`src/rtl/sc_dram_pkg.sv`:
```
package sc_dram_pkg;
  typedef enum logic [2:0] {
    CMD_NOP,
    CMD_ACT,
    CMD_RD,
    CMD_WR,
    CMD_PRE
  } dram_cmd_e;

  typedef enum logic [2:0] {
    ST_IDLE,
    ST_PRE,
    ST_ACT,
    ST_COL,
    ST_REF_CLOSE,
    ST_REF_ACT,
    ST_REF_PRE
  } ctrl_state_e;
endpackage

```
`src/rtl/sc_dram_chip.sv`:
```
module sc_dram_chip
  import sc_dram_pkg::*;
#(
  parameter int ROW_BITS = 2,
  parameter int COL_BITS = 2,
  parameter int CELL_W   = 8,
  localparam int ADDR_W  = (ROW_BITS > COL_BITS) ? ROW_BITS : COL_BITS
) (
  input  logic              clk,
  input  logic              rst,
  input  dram_cmd_e         cmd,
  input  logic [ADDR_W-1:0] addr,
  input  logic [CELL_W-1:0] wdata,
  output logic [CELL_W-1:0] rdata
);
  localparam int ROWS = 1 << ROW_BITS;
  localparam int COLS = 1 << COL_BITS;

  logic [COLS-1:0][CELL_W-1:0] cells [ROWS];
  logic [COLS-1:0][CELL_W-1:0] rowbuf;
  logic                        open_q;
  logic [ROW_BITS-1:0]         open_row_q;
  logic [ROW_BITS-1:0]         row_idx;
  logic [COL_BITS-1:0]         col_idx;

  assign row_idx = addr[ROW_BITS-1:0];
  assign col_idx = addr[COL_BITS-1:0];

  // array: written only by a row close, read only by a row open
  always_ff @(posedge clk) begin
    if (cmd == CMD_PRE) cells[open_row_q] <= rowbuf;
  end

  always_ff @(posedge clk) begin
    if (cmd == CMD_ACT)     rowbuf          <= cells[row_idx];
    else if (cmd == CMD_WR) rowbuf[col_idx] <= wdata;
  end

  always_ff @(posedge clk) begin
    if (rst) begin
      open_q     <= 1'b0;
      open_row_q <= '0;
      rdata      <= '0;
    end else begin
      case (cmd)
        CMD_ACT: begin
          open_q     <= 1'b1;
          open_row_q <= row_idx;
        end
        CMD_PRE: open_q <= 1'b0;
        CMD_RD:  rdata  <= rowbuf[col_idx];
        default: ;
      endcase
    end
  end

  p_col_on_open_r3: assert property (@(posedge clk) disable iff (rst)
    (cmd == CMD_RD || cmd == CMD_WR) |-> open_q);
  p_close_on_open_r5: assert property (@(posedge clk) disable iff (rst)
    (cmd == CMD_PRE) |-> open_q);
  p_open_on_closed_r5: assert property (@(posedge clk) disable iff (rst)
    (cmd == CMD_ACT) |-> !open_q);
endmodule

```
`src/rtl/sc_dram_refresh.sv`:
```
module sc_dram_refresh #(
  parameter int ROW_BITS  = 2,
  parameter int INTERVAL  = 64,
  parameter int AGE_LIMIT = 16
) (
  input  logic                clk,
  input  logic                rst,
  input  logic                done,
  output logic                pending,
  output logic [ROW_BITS-1:0] ref_row
);
  localparam int CNT_W = $clog2(INTERVAL);
  localparam int AGE_W = $clog2(AGE_LIMIT) + 1;

  logic [CNT_W-1:0] cnt;
  logic             tick;
  logic [AGE_W-1:0] age;

  assign tick = (cnt == CNT_W'(INTERVAL - 1));

  always_ff @(posedge clk) begin
    if (rst) begin
      cnt     <= '0;
      pending <= 1'b0;
      ref_row <= '0;
    end else begin
      cnt <= tick ? '0 : cnt + 1'b1;
      if (done) ref_row <= ref_row + 1'b1;
      if (tick)      pending <= 1'b1;
      else if (done) pending <= 1'b0;
    end
  end

  always_ff @(posedge clk) begin
    if (rst || !pending) age <= '0;
    else                 age <= age + 1'b1;
  end

  p_refresh_served_r9: assert property (@(posedge clk) disable iff (rst)
    pending |-> (age < AGE_W'(AGE_LIMIT)));
endmodule

```
`src/rtl/sc_dram_ctrl.sv`:
```
module sc_dram_ctrl
  import sc_dram_pkg::*;
#(
  parameter int ROW_BITS         = 2,
  parameter int COL_BITS         = 2,
  parameter int CELL_W           = 8,
  parameter int NUM_CHIPS        = 8,
  parameter int REFRESH_INTERVAL = 64,
  localparam int ADDR_W          = ROW_BITS + COL_BITS,
  localparam int WORD_W          = NUM_CHIPS * CELL_W
) (
  input  logic              clk,
  input  logic              rst,
  input  logic              req_valid,
  output logic              req_ready,
  input  logic              req_we,
  input  logic [ADDR_W-1:0] req_addr,
  input  logic [WORD_W-1:0] req_wdata,
  output logic              rd_valid,
  output logic [WORD_W-1:0] rd_data
);
  localparam int CA_W = (ROW_BITS > COL_BITS) ? ROW_BITS : COL_BITS;

  ctrl_state_e         state, state_nx;
  logic [ROW_BITS-1:0] row_q, open_row_q, ref_row;
  logic [COL_BITS-1:0] col_q;
  logic                we_q, row_open_q;
  logic [WORD_W-1:0]   wdata_q;
  logic                ref_pending, ref_done;
  logic                accept, hit;
  logic [ROW_BITS-1:0] in_row;
  dram_cmd_e           cmd;
  logic [CA_W-1:0]     chip_addr;

  assign in_row    = req_addr[ADDR_W-1:COL_BITS];
  assign req_ready = (state == ST_IDLE) && !ref_pending;
  assign accept    = req_valid && req_ready;
  assign hit       = row_open_q && (in_row == open_row_q);
  assign ref_done  = (state == ST_REF_PRE);

  sc_dram_refresh #(
    .ROW_BITS (ROW_BITS),
    .INTERVAL (REFRESH_INTERVAL),
    .AGE_LIMIT(16)
  ) u_refresh (
    .clk    (clk),
    .rst    (rst),
    .done   (ref_done),
    .pending(ref_pending),
    .ref_row(ref_row)
  );

  always_comb begin
    state_nx = state;
    case (state)
      ST_IDLE: begin
        if (ref_pending)  state_nx = row_open_q ? ST_REF_CLOSE : ST_REF_ACT;
        else if (accept)  state_nx = hit ? ST_COL : (row_open_q ? ST_PRE : ST_ACT);
      end
      ST_PRE:       state_nx = ST_ACT;
      ST_ACT:       state_nx = ST_COL;
      ST_COL:       state_nx = ST_IDLE;
      ST_REF_CLOSE: state_nx = ST_REF_ACT;
      ST_REF_ACT:   state_nx = ST_REF_PRE;
      ST_REF_PRE:   state_nx = ST_IDLE;
      default:      state_nx = ST_IDLE;
    endcase
  end

  always_ff @(posedge clk) begin
    if (rst) begin
      state      <= ST_IDLE;
      row_q      <= '0;
      col_q      <= '0;
      we_q       <= 1'b0;
      wdata_q    <= '0;
      row_open_q <= 1'b0;
      open_row_q <= '0;
      rd_valid   <= 1'b0;
    end else begin
      state    <= state_nx;
      rd_valid <= (state == ST_COL) && !we_q;
      if (accept) begin
        row_q   <= in_row;
        col_q   <= req_addr[COL_BITS-1:0];
        we_q    <= req_we;
        wdata_q <= req_wdata;
      end
      case (state)
        ST_ACT: begin
          row_open_q <= 1'b1;
          open_row_q <= row_q;
        end
        ST_PRE, ST_REF_CLOSE, ST_REF_PRE: row_open_q <= 1'b0;
        default: ;
      endcase
    end
  end

  always_comb begin
    cmd       = CMD_NOP;
    chip_addr = '0;
    case (state)
      ST_ACT: begin
        cmd                     = CMD_ACT;
        chip_addr[ROW_BITS-1:0] = row_q;
      end
      ST_REF_ACT: begin
        cmd                     = CMD_ACT;
        chip_addr[ROW_BITS-1:0] = ref_row;
      end
      ST_COL: begin
        cmd                     = we_q ? CMD_WR : CMD_RD;
        chip_addr[COL_BITS-1:0] = col_q;
      end
      ST_PRE, ST_REF_CLOSE, ST_REF_PRE: cmd = CMD_PRE;
      default: ;
    endcase
  end

  for (genvar k = 0; k < NUM_CHIPS; k++) begin : g_chip
    sc_dram_chip #(
      .ROW_BITS(ROW_BITS),
      .COL_BITS(COL_BITS),
      .CELL_W  (CELL_W)
    ) u_chip (
      .clk  (clk),
      .rst  (rst),
      .cmd  (cmd),
      .addr (chip_addr),
      .wdata(wdata_q[k*CELL_W +: CELL_W]),
      .rdata(rd_data[k*CELL_W +: CELL_W])
    );
  end

  p_rdvalid_follows_read_r6: assert property (@(posedge clk) disable iff (rst)
    (state == ST_COL && !we_q) |=> rd_valid);
  p_rdvalid_only_after_read_r6: assert property (@(posedge clk) disable iff (rst)
    rd_valid |-> $past(state == ST_COL && !we_q));
  p_hit_skips_open_r3: assert property (@(posedge clk) disable iff (rst)
    (accept && hit) |=> (state == ST_COL));
  p_refresh_closes_r8: assert property (@(posedge clk) disable iff (rst)
    (state == ST_REF_PRE) |=> !row_open_q);
  p_stall_in_refresh_r7: assert property (@(posedge clk) disable iff (rst)
    (state == ST_REF_ACT || state == ST_REF_PRE || state == ST_REF_CLOSE) |-> !req_ready);
endmodule

```
`config.mk`:
```
export PLATFORM = sky130hd
export DESIGN_NAME = sc_dram_ctrl
export DESIGN_NICKNAME = d
export VERILOG_FILES = /design/src/rtl/sc_dram_pkg.sv /design/src/rtl/sc_dram_chip.sv /design/src/rtl/sc_dram_refresh.sv /design/src/rtl/sc_dram_ctrl.sv
export SDC_FILE = /design/constraint.sdc
export NUM_CORES = 1
export LEC_CHECK = 0
export BUFFER_PORTS_ARGS = -buffer_cell sky130_fd_sc_hd__buf_2
export CAP_MARGIN = 20
export CORE_ASPECT_RATIO = 1.2
export CORE_UTILIZATION = 61
export DETAILED_ROUTE_END_ITERATION = 8
export PLACE_DENSITY_LB_ADDON = 0.05
export RECOVER_POWER = 100
export SYNTH_ARGS = -nofsm -noshare
export SYNTH_HDL_FRONTEND = slang
export SYNTH_SLANG_ARGS = --single-unit
```
`constraint.sdc`:
```
create_clock -name clk -period 29 [get_ports clk]
set_input_delay 0 -clock clk [delete_from_list [all_inputs] [get_ports clk]]
set_output_delay 0 -clock clk [all_outputs]
set_load 0.005 [all_outputs]
```
==> flow_summary.json <==
{
  "start_util_pct": 61.7,
  "drc": 0,
  "p_leak_nw": 22.4,
  "dominantRegCellSynth": "edfxtp_1",
  "root_buffer": "clkbuf_16",
  "setup-violations-final": 0,
  "fin_util_pct": 68.5,
  "crit_path_end_kind": "flop",
  "synth.avg_cell_area_um2": 15.2,
  "start_kind": "flop",
  "post-route-min-period_ps": 17300,
  "path_class": "flop to flop",
  "drt-initial-drc-count": 3788,
  "crit_required_ps": 29190,
  "violations": "max-capacitance violations, max-slew violations",
  "drv_slew": 2048,
  "maxCapViolCount": 39,
  "ctsResizeCount": 0,
  "hpwlAfterDp_um": 78400,
  "gr-usage-all-layers_pct": 33.2,
  "nets": 3997,
  "die_y_um": 340,
  "r2r-end": "g_chip[6].u_chip.rowbuf[17]",
  "clock_sinks": 1431,
  "coreArea_mm2": 0.0939,
  "grt.overflow.total": 0,
  "grt_pass1_vias": 37900,
  "cp_max_fo": 132,
  "antenna_found_initial": 2,
  "io_pins": 138,
  "path_cells": "clkbuf_1, clkbuf_1, nor2b_1, and2_0, a22oi_1, clkbuf_1, o221ai_1",
  "drt-total-wl_um": 160000,
  "antenna_left": 0,
  "reg2regPathDepth": 7,
  "tritoncts": "done",
  "clock-skew-final_ps": 18.0,
  "power_mw": 5.42,
  "tightest_slew_ps": 11090,
  "crit_path_top_delay_cell": "clkbuf_1",
  "numPortBuffers": 137,
  "synth_edf_count": 1280,
  "via_per_inst": 7.02,
  "netlist_area_mm2": 0.0579,
  "worst_skew_pair.late_latency_ps": 750,
  "vias": 37100,
  "reg2reg_slack_ps": 11700,
  "rows": 123,
  "synth_nets": 3887,
  "fin_crit_sh_pct": 59.6,
  "slew_headroom_pct": -640,
  "cts_made_buffers": 139,
  "grt_max_degree": 165,
  "dp_slack_ps": 21830,
  "yosys_warnings": 0,
  "ys_types": 55,
  "dieWidth_um": 283,
  "dieArea_mm2": 0.0962,
  "mostFrequentLayoutCells": "edfxtp_1, mux2i_1, nand2_1",
  "layout-drive-gt1-share_pct": 9.28,
  "min_path_type": "input pin to flop",
  "clockBufferDepth": 3,
  "wl_per_cell_um": 30.3,
  "min-delay-start": "req_wdata[40]",
  "place_congestion": 0.795,
  "cp.arrival_ps": 17480,
  "p_per_area_mw_per_mm2": 84.3,
  "area_growth_pct": 11.0,
  "finalSetupTns_ps": 0,
  "grt_pass1_wl_um": 239000,
  "hold_ws_ps": 45.5,
  "async_reset_ff_share_pct": 0,
  "yosysSeqAreaShare_pct": 71.6,
  "hold_viol_final": 0,
  "r2r_start": "state[0]",
  "outcome": "complete, but fails checks",
  "rsz0062_at_grt": "no",
  "max_freq_ghz": 0.0578,
  "slowest_delay_ps": 6190,
  "clk_pin_slew_ps": 60,
  "hold_end": "wdata_q[40]",
  "crit_top_cell": "clkbuf_1",
  "htree_levels": 4,
  "ir_drop_mv": 0.0638,
  "firstDrtPassIters": 5,
  "finalWorstSetupSlack_ps": 11700,
  "worstHoldPathCells": 4,
  "syn_inst": 3814,
  "synth_seq_cells": 1431,
  "mostFrequentLayoutCell": "edfxtp_1"
}
critical path: cells and delay by family (launching register included):
| family | cells | cell delay, ps |
|---|---|---|
| AO/OA/AOI/OAI | 2 | 1620 |
| AND/OR/NAND/NOR | 2 | 2000 |
| flip-flops | 1 | 900 |
| buffers and inverters | 3 | 12070 |
cell usage after synthesis (3+ instances only):
cell type	number	area [um2]
edfxtp_1	1280	38400
mux2i_1	321	3210
nand2_1	276	1040
a21oi_1	270	1350
a221oi_1	182	1590
clkbuf_1	151	567
dfxtp_1	151	3020
nor2b_1	131	820
buf_2	114	571
o32ai_1	113	990
nor2_1	77	289
o21ai_0	70	350
nand3_1	69	345
nor3b_1	65	488
a22o_1	64	561
a32oi_1	64	561
o211ai_1	64	480
o221ai_1	64	561
o31ai_1	64	480
o32a_1	64	641
buf_6	42	473
buf_4	32	240
o32ai_2	15	244
a221oi_2	10	150
buf_1	8	30.0
inv_1	5	18.8
xor2_1	5	43.8
nand2b_1	4	25.0
xnor2_1	4	35.0
a31oi_1	3	18.8
nor3_1	3	15.0
layout make-up:
type                    count  area [um2]
flip-flops and latches   1431       41500
fillers                  6478       29600
multi-input cells        2031       14500
clock buffers             203        4030
repair buffers            316        2190
well taps                1250        1560
clock inverters            53         465
inverters                   5        18.8
diodes                      2        5.00
state kept, by name, summed over array words and instances, names as in the netlist, 3 cells and up:
name,cells
u_refresh.cnt,6
g_chip.u_chip.rowbuf,256
g_chip.u_chip.rdata,64
state,3
g_chip.u_chip.cells,1024
wdata_q,64
metal layers:
layer | wire, um | share of wire, % | up-vias | GRT usage, %
met2 | 78100 | 49 | 2150 | 54.5
li1 | - | - | 15600 | -
met1 | 61300 | 38 | 19000 | 44.4
met5 | 0 | 0 | - | 0
met4 | 6030 | 3.8 | 0 | 13.8
met3 | 14600 | 9.1 | 365 | 5.21
stage by stage:
stage          area [um2]  instances
6_report            64300       5291
5_1_grt             64300       5290
4_1_cts             64600       5286
3_5_place_dp        59100       4923
3_3_place_gp        59100       4923
2_1_floorplan       57900       3814
repair_timing:
action                                 in CTS  in global routing
setup buffers                               0                  0
hold buffers                              107                  0
endpoints found under the hold margin      71                  0
cell families (layout without fill, tap and decap cells):
group / count (synthesis) / count (layout) / share of synthesized area [%]
multiplexers: 323 / 323 / 5.60
adder cells (fa/ha/maj): 1 / 1 / 0.0216
flip-flops: 1431 / 1431 / 71.6
other: 0 / 2 / 0
XOR/XNOR: 9 / 9 / 0.136
buffers and inverters: 352 / 577 / 3.28
AO/OA/AOI/OAI: 1055 / 1055 / 13.9
AND/OR/NAND/NOR: 643 / 643 / 5.48
power by group:
part           switching (mW)  leakage, nW  internal [mW]
clock                   0.762         2.23           1.03
sequential              0.189         12.9           2.61
combinational           0.573         7.24          0.251
total                    1.52         22.4           3.90
how the worst max path moves through the flow:
stage / startpoint / end / slack (ps) / cells after the start
floorplan: state[0] / g_chip[0].u_chip.cells[0][0] / 8110 / 6
global placement: state[2] / g_chip[2].u_chip.rowbuf[21] / 21990 / 9
detailed placement: state[2] / g_chip[2].u_chip.rowbuf[21] / 21830 / 9
CTS: state[2] / g_chip[2].u_chip.rowbuf[31] / 21830 / 9
global route: state[0] / g_chip[4].u_chip.rowbuf[18] / 11430 / 7
finish: state[0] / g_chip[6].u_chip.rowbuf[17] / 11700 / 7
No activity file was read; power rests on OpenSTA's default activity.
